### src/rtl/agc_pkg.sv
package agc_pkg;
  typedef enum logic [2:0] {
    AGC_IDLE,
    AGC_READ,
    AGC_CALC,
    AGC_UNLOCK,
    AGC_GAIN
  } agc_state_t;

  localparam logic [7:0] GAIN_REG_DEF   = 8'h0e;
  localparam logic [7:0] UNLOCK_REG_DEF = 8'h13;
  localparam logic [7:0] UNLOCK_VAL_DEF = 8'h01;
  localparam logic [1:0] UNLOCK_MODE_DEF = 2'd3;
  localparam logic [1:0] GAIN_MODE_DEF   = 2'd1;
endpackage

### src/rtl/agc_skip_counter.sv
module agc_skip_counter #(
  parameter int RELOAD = 13
) (
  input  logic clk,
  input  logic rst,
  input  logic en,
  input  logic tick_ok,
  output logic fire
);
  localparam int CW = $clog2(RELOAD + 1) + 1;
  localparam logic signed [CW-1:0] LOAD = CW'(RELOAD);
  localparam logic signed [CW-1:0] OFF  = '1;
  localparam logic signed [CW-1:0] ONE  = CW'(1);

  logic signed [CW-1:0] cnt;
  logic                 en_q;

  always_ff @(posedge clk) begin
    if (rst) begin
      cnt  <= OFF;
      en_q <= 1'b0;
    end else begin
      en_q <= en;
      if (!en) begin
        cnt <= OFF;
      end else if (!en_q) begin
        cnt <= LOAD;
      end else if (tick_ok && !cnt[CW-1]) begin
        cnt <= (cnt == '0) ? LOAD : cnt - ONE;
      end
    end
  end

  assign fire = en && en_q && tick_ok && (cnt == '0);
endmodule

### src/rtl/agc_luma.sv
module agc_luma #(
  parameter int PW = 8
) (
  input  logic [PW-1:0] g1,
  input  logic [PW-1:0] r,
  input  logic [PW-1:0] b,
  input  logic [PW-1:0] g2,
  output logic [PW-1:0] luma
);
  localparam int WW = PW + 11;
  localparam int FRAC = 10;
  localparam logic [PW-1:0] LMAX = {PW{1'b1}};

  logic [WW-1:0] g_sum, g_avg, r_ext, b_ext;
  logic [WW-1:0] r_term, g_term, b_term, total;

  always_comb begin
    g_sum  = WW'(g1) + WW'(g2);
    g_avg  = g_sum >> 1;
    r_ext  = WW'(r);
    b_ext  = WW'(b);
    // red weight 232 = 256 - 16 - 8, green 672 = 512 + 128 + 32, blue 128
    r_term = ((r_ext << 8) - (r_ext << 4) - (r_ext << 3)) >> FRAC;
    g_term = ((g_avg << 9) + (g_avg << 7) + (g_avg << 5)) >> FRAC;
    b_term = (b_ext << 7) >> FRAC;
    total  = r_term + g_term + b_term;
    luma   = (total > WW'(LMAX)) ? LMAX : total[PW-1:0];
  end
endmodule

### src/rtl/agc_gain_step.sv
module agc_gain_step #(
  parameter int GW     = 8,
  parameter int SW     = 10,
  parameter int TARGET = 128,
  parameter int BAND   = 20,
  parameter int SPRING = 4,
  parameter int GMAX   = 31,
  parameter int GMIN   = 4,
  parameter int GFLOOR = 3
) (
  input  logic [GW-1:0] cur,
  input  logic [GW-1:0] luma,
  output logic          adjust,
  output logic [GW-1:0] gain_out
);
  localparam logic signed [SW-1:0] TGT_S = SW'(TARGET);
  localparam logic signed [SW-1:0] LO_S  = SW'(TARGET - BAND);
  localparam logic signed [SW-1:0] HI_S  = SW'(TARGET + BAND);
  localparam logic signed [SW-1:0] MAX_S = SW'(GMAX);
  localparam logic signed [SW-1:0] MIN_S = SW'(GMIN);

  logic signed [SW-1:0] cur_s, luma_s, diff, step, cand;

  always_comb begin
    cur_s  = $signed({{(SW-GW){1'b0}}, cur});
    luma_s = $signed({{(SW-GW){1'b0}}, luma});
    diff   = TGT_S - luma_s;
    step   = diff >>> SPRING;
    cand   = cur_s + step;
    adjust = (luma_s < LO_S) || (luma_s > HI_S);
    if (cand > MAX_S)
      gain_out = GW'(GMAX);
    else if (cand < MIN_S)
      gain_out = GW'(GFLOOR);
    else
      gain_out = cand[GW-1:0];
  end
endmodule

### src/rtl/agc_frame_ctrl.sv
module agc_frame_ctrl
  import agc_pkg::*;
#(
  parameter int DW = 8,
  parameter int AW = 8,
  parameter int MW = 2,
  parameter int SKIP = 13,
  parameter logic [AW-1:0] GAIN_REG    = AW'(GAIN_REG_DEF),
  parameter logic [AW-1:0] UNLOCK_REG  = AW'(UNLOCK_REG_DEF),
  parameter logic [DW-1:0] UNLOCK_VAL  = DW'(UNLOCK_VAL_DEF),
  parameter logic [MW-1:0] UNLOCK_MODE = MW'(UNLOCK_MODE_DEF),
  parameter logic [MW-1:0] GAIN_MODE   = MW'(GAIN_MODE_DEF)
) (
  input  logic          clk,
  input  logic          rst,
  input  logic          frame_tick,
  input  logic          agc_en,
  input  logic [DW-1:0] stat_g1,
  input  logic [DW-1:0] stat_r,
  input  logic [DW-1:0] stat_b,
  input  logic [DW-1:0] stat_g2,
  output logic          rd_req,
  output logic [AW-1:0] rd_addr,
  input  logic          rd_valid,
  input  logic [DW-1:0] rd_data,
  output logic          wr_req,
  output logic [AW-1:0] wr_addr,
  output logic [DW-1:0] wr_data,
  output logic [MW-1:0] wr_mode,
  input  logic          wr_done
);
  agc_state_t    state;
  logic          tick_ok, fire, adjust;
  logic [DW-1:0] cap_g1, cap_r, cap_b, cap_g2;
  logic [DW-1:0] cur_gain, new_gain, luma, gain_calc;

  assign tick_ok = frame_tick && (state == AGC_IDLE);

  agc_skip_counter #(.RELOAD(SKIP)) u_skip (
    .clk(clk), .rst(rst), .en(agc_en), .tick_ok(tick_ok), .fire(fire)
  );

  agc_luma #(.PW(DW)) u_luma (
    .g1(cap_g1), .r(cap_r), .b(cap_b), .g2(cap_g2), .luma(luma)
  );

  agc_gain_step #(.GW(DW), .SW(DW + 2)) u_step (
    .cur(cur_gain), .luma(luma), .adjust(adjust), .gain_out(gain_calc)
  );

  always_ff @(posedge clk) begin
    if (rst) begin
      state    <= AGC_IDLE;
      rd_req   <= 1'b0;
      rd_addr  <= '0;
      wr_req   <= 1'b0;
      wr_addr  <= '0;
      wr_data  <= '0;
      wr_mode  <= '0;
      cap_g1   <= '0;
      cap_r    <= '0;
      cap_b    <= '0;
      cap_g2   <= '0;
      cur_gain <= '0;
      new_gain <= '0;
    end else begin
      case (state)
        AGC_IDLE: begin
          if (fire) begin
            cap_g1  <= stat_g1;
            cap_r   <= stat_r;
            cap_b   <= stat_b;
            cap_g2  <= stat_g2;
            rd_req  <= 1'b1;
            rd_addr <= GAIN_REG;
            state   <= AGC_READ;
          end
        end
        AGC_READ: begin
          if (rd_valid) begin
            cur_gain <= rd_data;
            rd_req   <= 1'b0;
            state    <= AGC_CALC;
          end
        end
        AGC_CALC: begin
          if (adjust) begin
            new_gain <= gain_calc;
            wr_req   <= 1'b1;
            wr_addr  <= UNLOCK_REG;
            wr_data  <= UNLOCK_VAL;
            wr_mode  <= UNLOCK_MODE;
            state    <= AGC_UNLOCK;
          end else begin
            state <= AGC_IDLE;
          end
        end
        AGC_UNLOCK: begin
          if (wr_done) begin
            wr_addr <= GAIN_REG;
            wr_data <= new_gain;
            wr_mode <= GAIN_MODE;
            state   <= AGC_GAIN;
          end
        end
        AGC_GAIN: begin
          if (wr_done) begin
            wr_req <= 1'b0;
            state  <= AGC_IDLE;
          end
        end
        default: state <= AGC_IDLE;
      endcase
    end
  end
endmodule

### config.mk
export PLATFORM = sky130hd
export DESIGN_NAME = agc_frame_ctrl
export DESIGN_NICKNAME = d
export VERILOG_FILES = /design/src/rtl/agc_pkg.sv /design/src/rtl/agc_skip_counter.sv /design/src/rtl/agc_luma.sv /design/src/rtl/agc_gain_step.sv /design/src/rtl/agc_frame_ctrl.sv
export SDC_FILE = /design/constraint.sdc
export NUM_CORES = 1
export LEC_CHECK = 0
export ABC_AREA = 1
export BUFFER_PORTS_ARGS = -buffer_cell sky130_fd_sc_hd__buf_4
export CORE_MARGIN = 2
export CORE_UTILIZATION = 63
export DETAILED_ROUTE_END_ITERATION = 16
export GPL_ROUTABILITY_DRIVEN = 0
export PLACE_DENSITY = 0.92
export SYNTH_ARGS = -nofsm -noshare
export SYNTH_HDL_FRONTEND = slang
export SYNTH_SLANG_ARGS = --single-unit
### constraint.sdc
create_clock -name clk -period 9.95 [get_ports clk]
set_input_delay 0.4975 -clock clk [delete_from_list [all_inputs] [get_ports clk]]
set_output_delay 0.4975 -clock clk [all_outputs]
set_load 0.01 [all_outputs]
Word-level counts from Yosys, hierarchy flattened --
Index checks and enable logic that the tools add are counted.
Word-level totals: bits in registers 78, input port bits 46, output and inout bits 28, word-level logic and storage cells 91
Operators by class: add/subtract/negate cells 10, order comparisons 5, equal/unequal tests 10, multiplexer cells 27, bitwise operators 2, reduce and logical (&&, ||, !) cells 21
Operators with widths (count):
- $mux W8 | 7
- $add A19 B19 Y19 | 2
- $pmux W8 S2 | 2
- $sub A19 B11 Y19 | 1
- $sub A16 B12 Y17 | 1
- $mux W5 | 3
- $pmux W3 S5 | 1
- $mux W3 | 4
- $ne A2 B2 Y1 const B | 6
- $add A10 B5 Y11 | 1
- $gt A11 B8 Y1 const B | 1
- $add A9 B5 Y10 | 1
- $add A9 B9 Y10 | 1
- $gt A10 B6 Y1 const B | 1
- $lt A10 B4 Y1 const B | 1
- $add A8 B8 Y9 | 1
- $reduce_and A3 Y1 | 3
- $sub A8 B8 Y9 const A | 1
- $gt A8 B8 Y1 const B | 1
- $lt A8 B7 Y1 const B | 1
- $eq A3 B2 Y1 const B | 2
- $mux W2 | 3
- $reduce_and A2 Y1 | 3
- $reduce_bool A2 Y1 | 3
- 15 further kinds | 24

Depth between registers and ports, before layout --
depth in word-level cells 12, depth in mapped cells 49, depth with buffers taken out 49

By module --
Synthesis repeated with hierarchy kept, for this count alone.
Second synthesis, totals: cell total of the unflattened synthesis 917, area, all modules 6152.2 um2
Modules (own cells, without submodules):
- agc_frame_ctrl | instances 1, cells each 342, area each 2642.5 um2, seq. area each 1301.2 um2
- agc_luma | instances 1, cells each 379, area each 2334.7 um2, seq. area each 0.0 um2
- agc_gain_step | instances 1, cells each 151, area each 860.8 um2, seq. area each 0.0 um2
- agc_skip_counter | instances 1, cells each 45, area each 314.1 um2, seq. area each 120.1 um2

Worst setup path after synthesis --
Ideal clock, no wire load.
kind reg-to-reg, start point register cap_g1[1], end point register new_gain[0], setup time 109 ps, arrival 6668 ps, required time 9841 ps, setup slack 3173 ps, cell stages (with the launch flop) 43, path buffers 0, clock period less this slack 6777 ps, cells stage by stage dfxtp_1 -> inv_1 -> fa_1 -> o21ai_0 -> a21oi_1 -> nor2_1 -> nor2_1 -> nor2_1 -> nor2_1 -> fa_1 -> ha_1 -> a21o_1 -> a21o_1 -> a21o_1 -> a21o_1 -> a21o_1 -> a21oi_1 -> xor2_1 -> (+7 left out) -> nand2_4 -> nor2_4 -> xnor2_1 -> ha_1 -> inv_1 -> fa_1 -> nand3b_1 -> and2_1 -> nor2_2 -> nand2_2 -> nand2_1 -> nand2_1 -> a21oi_2 -> nand3_2 -> nor2_2 -> nand2_1 -> nand2_1 -> inv_1
Between the ends: longest elaborated chain between the ends 12, elaborated cells on any way between the ends 17, those cells by class add/sub (7); order compare (5); mux (3); reduce/logical (2)
Ends and longest elaborated chain:
- start: declaration | line agc_frame_ctrl.sv:34 | logic [DW-1:0] cap_g1, cap_r, cap_b, cap_g2;
- start signal: assignment | line agc_frame_ctrl.sv:70 | cap_g1 <= stat_g1;
- $add A8 B8 Y9 * | line agc_luma.sv:18 | g_sum = WW'(g1) + WW'(g2);
- $add A19 B19 Y19 | line agc_luma.sv:24 | g_term = ((g_avg << 9) + (g_avg << 7) + (g_avg << 5)) >> FRAC;
- $add A19 B19 Y19 * | line agc_luma.sv:24
- $add A9 B9 Y10 * | line agc_luma.sv:26 | total = r_term + g_term + b_term;
- $add A10 B5 Y11 * | line agc_luma.sv:26
- $gt A11 B8 Y1 | line agc_luma.sv:27 | luma = (total > WW'(LMAX)) ? LMAX : total[PW-1:0];
- $mux W8 * | line agc_luma.sv:27
- $sub A8 B8 Y9 | line agc_gain_step.sv:27 | diff = TGT_S - luma_s;
- $add A9 B5 Y10 | line agc_gain_step.sv:29 | cand = cur_s + step;
- $lt A10 B4 Y1 | line agc_gain_step.sv:33 | else if (cand < MIN_S)
- $mux W8 | line agc_gain_step.sv:33
- $mux W8 | line agc_gain_step.sv:31 | if (cand > MAX_S)
- end signal: assignment | line agc_frame_ctrl.sv:88 | new_gain <= gain_calc;
- end: declaration | line agc_frame_ctrl.sv:35 | logic [DW-1:0] cur_gain, new_gain, luma, gain_calc;
Mark *: on every way between the ends. The rest lies on a longest branch, timed or not. A chain may end at the register's enable or synchronous reset.

Worst setup path in the final report --
start point register cap_g2[2], end point register new_gain[0]
Between the ends: longest elaborated chain between the ends 12, elaborated cells on any way between the ends 17, those cells by class add/sub (7); order compare (5); mux (3); reduce/logical (2)
Ends and longest elaborated chain:
- start: declaration | line agc_frame_ctrl.sv:34
- start signal: assignment | line agc_frame_ctrl.sv:73 | cap_g2 <= stat_g2;
- $add A8 B8 Y9 * | line agc_luma.sv:18
- $add A19 B19 Y19 | line agc_luma.sv:24
- $add A19 B19 Y19 * | line agc_luma.sv:24
- $add A9 B9 Y10 * | line agc_luma.sv:26
- $add A10 B5 Y11 * | line agc_luma.sv:26
- $gt A11 B8 Y1 | line agc_luma.sv:27
- $mux W8 * | line agc_luma.sv:27
- $sub A8 B8 Y9 | line agc_gain_step.sv:27
- $add A9 B5 Y10 | line agc_gain_step.sv:29
- $lt A10 B4 Y1 | line agc_gain_step.sv:33
- $mux W8 | line agc_gain_step.sv:33
- $mux W8 | line agc_gain_step.sv:31
Marked as above.

==> key figures <==
Status
  – Status: finished clean

Place
  – Post-placement cell count: 845
  – PortBufs: 62
  – Post-DP HPWL: between 8 and 9 mm

Yosys
  – Post-Syn Area: 5030 µm²
  – Ys async rst share: 0%
  – Mean post-synth cell area: about 7.2 µm²
  – Synth unique cells: 45
  – Synth top area cells: dfxtp_1 (27%), ha_1 (12%), nand2_1 (8.1%), inv_1 (7.9%), nor2_1 (5.9%)
  – Area leader, netlist: dfxtp_1
  – Post-Synthesis Cells: 700
  – Flops & latches, synth: a little under 70
  – Post-synth EDFFs: 0
  – Dominant synthesized flop cell: dfxtp_1
  – Yosys warns: 0
  – Synth top area share: between 20 and 30%
  – Register area share after synthesis: between 20% and 30%

Global route
  – Vias in the first global route: 4711
  – First-pass GRT wire length: ~20 mm
  – Largest net degree at the start of global routing: 47
  – Overall Global Routing Usage: 27.7%
  – Initial antenna violation count: 0
  – GR Overflow Total: 0

Cells and area
  – Nets: between 800 and 900
  – Layout area overhead: 13.8%
  – Register area: ~1400 µm²
  – FILL cells: 540
  – Final std cells w/o fill: ~860
  – Ant diodes: 0
  – Share of layout cells above drive strength 1: 14.4%
  – Area of the multi-input gates: ~3100 µm²

STA
  – Final Skew: between 0.009 and 0.01 ns
  – Pins Over Slew Limit: 0
  – Unrepaired setup endpoints after global routing: false
  – Final Hold Vio Count: 0
  – Least-Margin Pin Slew: 1.25 ns
  – Setup-failing EPs final: 0
  – Min Hold Slack: approximately 0.38 ns
  – Final period utilization: 78.0%
  – Tmin final: slightly below 8 ns
  – Slew Limit Headroom: between 10% and 20%
  – Max Freq: between 100 and 150 MHz
  – Post-Route Setup TNS: 0 ns

Worst setup path
  – Critical path launch point type: flop
  – Reg-to-reg endpoint: new_gain[0]
  – Crit. End Element: flop
  – Crit-path most repeated cell: nand2_1
  – Reg2Reg Setup Slack: 2.19 ns
  – CP Max Fanout: 6
  – Worst r2r src: cap_g2[2]
  – WP data required: 10.22 ns
  – Worst path max stage delay: 0.47 ns
  – Slowest cell on crit path: fa_1
  – Kind of critical path: reg -> reg
  – CP arrival: between 8 and 9 ns
  – Reg2Reg Depth: 45

Min path
  – Worst min-delay path startpoint: stat_g2[4]
  – Hold depth: 3
  – Hold Crit Class: in -> reg
  – Hold endpoint: cap_g2[4]

Pwr
  – Pwr/cell area: about 130 nW/µm²
  – Worst VDD drop: roughly 0.098 mV
  – Leak: between 3 and 4 nW
  – Power, Total: 734 µW

Drt
  – Antenna Nets Post-Route: 0
  – Starting DRT DRC Count: 220
  – DR vias/cell: roughly 5.5
  – Post-DR wirelength/cell: 13.2 µm
  – DRT Wirelength: 11.4 mm
  – Residual DRC: 0
  – DR vias: roughly 4700
  – Total iterations of the first detailed-routing run: 6

Clock tree
  – CTS buffer count: 9
  – H-tree lvl count: 3
  – Clk slew on worst S/H paths: around 0.080 ns
  – Max clock buf depth: 2
  – Post-CTS setup buffers: 0
  – CTS resizes: 0
  – TritonCTS Sinks: between 60 and 70
  – Worst-skew pair later-pin latency: 0.37 ns
  – Root Driver: clkbuf_8
  – CTS tree: yes
  – # hold bufs at CTS: 0

Flow run
  – Max_cap viols: 0

Die
  – I/O pin count: 74
  – Die footprint: roughly 8700 µm²
  – Core area: ~7700 µm²
  – Initial core utilization: roughly 65%
  – Die height: ~93 µm
  – Die X-Extent: a little over 90 µm
  – Rows: 32
==> flip-flops by register name, summed over array words and instances, names as in the netlist <==
name and flops:
cap_b 5, cap_g1 8, cap_g2 8, cap_r 8, cur_gain 8, new_gain 8, rd_addr 1, rd_req 1
state 3, u_skip.cnt 5, u_skip.en_q 1, wr_addr 2, wr_data 8, wr_mode 1, wr_req 1
==> cells by family (layout without fill, tap and decap cells) <==
| logic type | after synthesis | count (layout) | share of synthesized area (%) |
|---|---|---|---|
| AOI/OAI and AO/OA | 148 | 148 | 17.0 |
| xor gates and xnor gates | 33 | 33 | 5.74 |
| adders and majority gates | 59 | 59 | 16.2 |
| buffers and inverters | 138 | 190 | 11.3 |
| DFF | 68 | 68 | 27.1 |
| other | 1 | 8 | 0.0745 |
| and+or+nand+nor | 253 | 253 | 22.6 |
==> layout by cell type, fill, tap and decap left out, types with 3 or more instances in the layout <==
cell,Yosys,final
a21o_1,7,7
a21oi_1,59,59
buf_4,14,62
clkbuf_8,0,9
clkinv_1,3,3
conb_1,1,8
dfxtp_1,68,68
fa_1,10,10
ha_1,49,49
inv_1,106,106
inv_2,3,3
nand2_1,108,108
nand2_2,5,5
nand2_4,3,3
nand3_1,22,22
nand3_2,3,3
nand4_1,7,7
nor2_1,79,79
nor2_2,5,5
nor3_1,10,10
o2111ai_1,3,3
o211ai_1,5,5
o21ai_0,54,54
o22ai_1,3,3
xnor2_1,15,15
xor2_1,18,18
==> power breakdown <==
group | internal [mW] | leakage (nW) | switching [mW]
clock network | 0.143 | 0.110 | 0.122
logic | 0.0626 | 2.36 | 0.0958
registers | 0.296 | 0.551 | 0.0163
total | 0.501 | 3.02 | 0.234
==> worst max-delay path: cells and delay by family (launching register included) <==
kind,cells,cell delay [ns]
flip-flops,1,0.33
adder cells (fa/ha/maj),6,1.99
AO/OA/AOI/OAI,12,2.36
AND/OR/NAND/NOR,20,2.27
buffers and inverters,5,0.30
XOR/XNOR,2,0.39
==> cell type report <==
class                   instances  area share (%)
multi-input cells             501            54.6
flip-flops and latches         68            23.8
repair buffers                 62            8.13
inverters                     112            7.35
well taps                     102            2.23
clock buffers                   9            2.16
clock inverters                 7            1.73
==> stage by stage <==
stage / instance area, µm² / utilization, % / setup slack, ns
after floorplan: 5060 / - / 3.17
after global placement: 5500 / 71.2 / 2.66
after detailed placement: 5500 / 71.2 / 2.40
after CTS: 5720 / 74.1 / 2.26
after global routing: 5720 / 74.1 / 1.61
final: 5720 / 74.1 / 2.19
==> cell usage after synthesis (12+ instances only) <==
master	number
nand3_1	22
xnor2_1	15
clkbuf_1	12
ha_1	49
o21ai_0	54
xor2_1	18
nand2_1	108
dfxtp_1	68
buf_4	14
inv_1	106
nor2_1	79
a21oi_1	59
==> metal layers <==
layer,GRT usage [%],vias up,routed length [µm]
li1,-,2359,-
met1,29.1,2185,4420
met2,52.9,168,6000
met3,5.00,37,636
met4,12.4,0,319
met5,0,-,0
==> worst max-delay path by stage <==
stage / start / endpoint / slack, ns
5_1_grt: cap_g1[1] / new_gain[0] / 1.61
3_3_place_gp: cap_g1[1] / new_gain[0] / 2.66
3_5_place_dp: cap_g1[1] / new_gain[1] / 2.40
2_1_floorplan: cap_g1[1] / new_gain[0] / 3.17
6_report: cap_g2[2] / new_gain[0] / 2.19
4_1_cts: cap_g2[2] / new_gain[1] / 2.26
No activity file was read; power rests on OpenSTA's default activity.
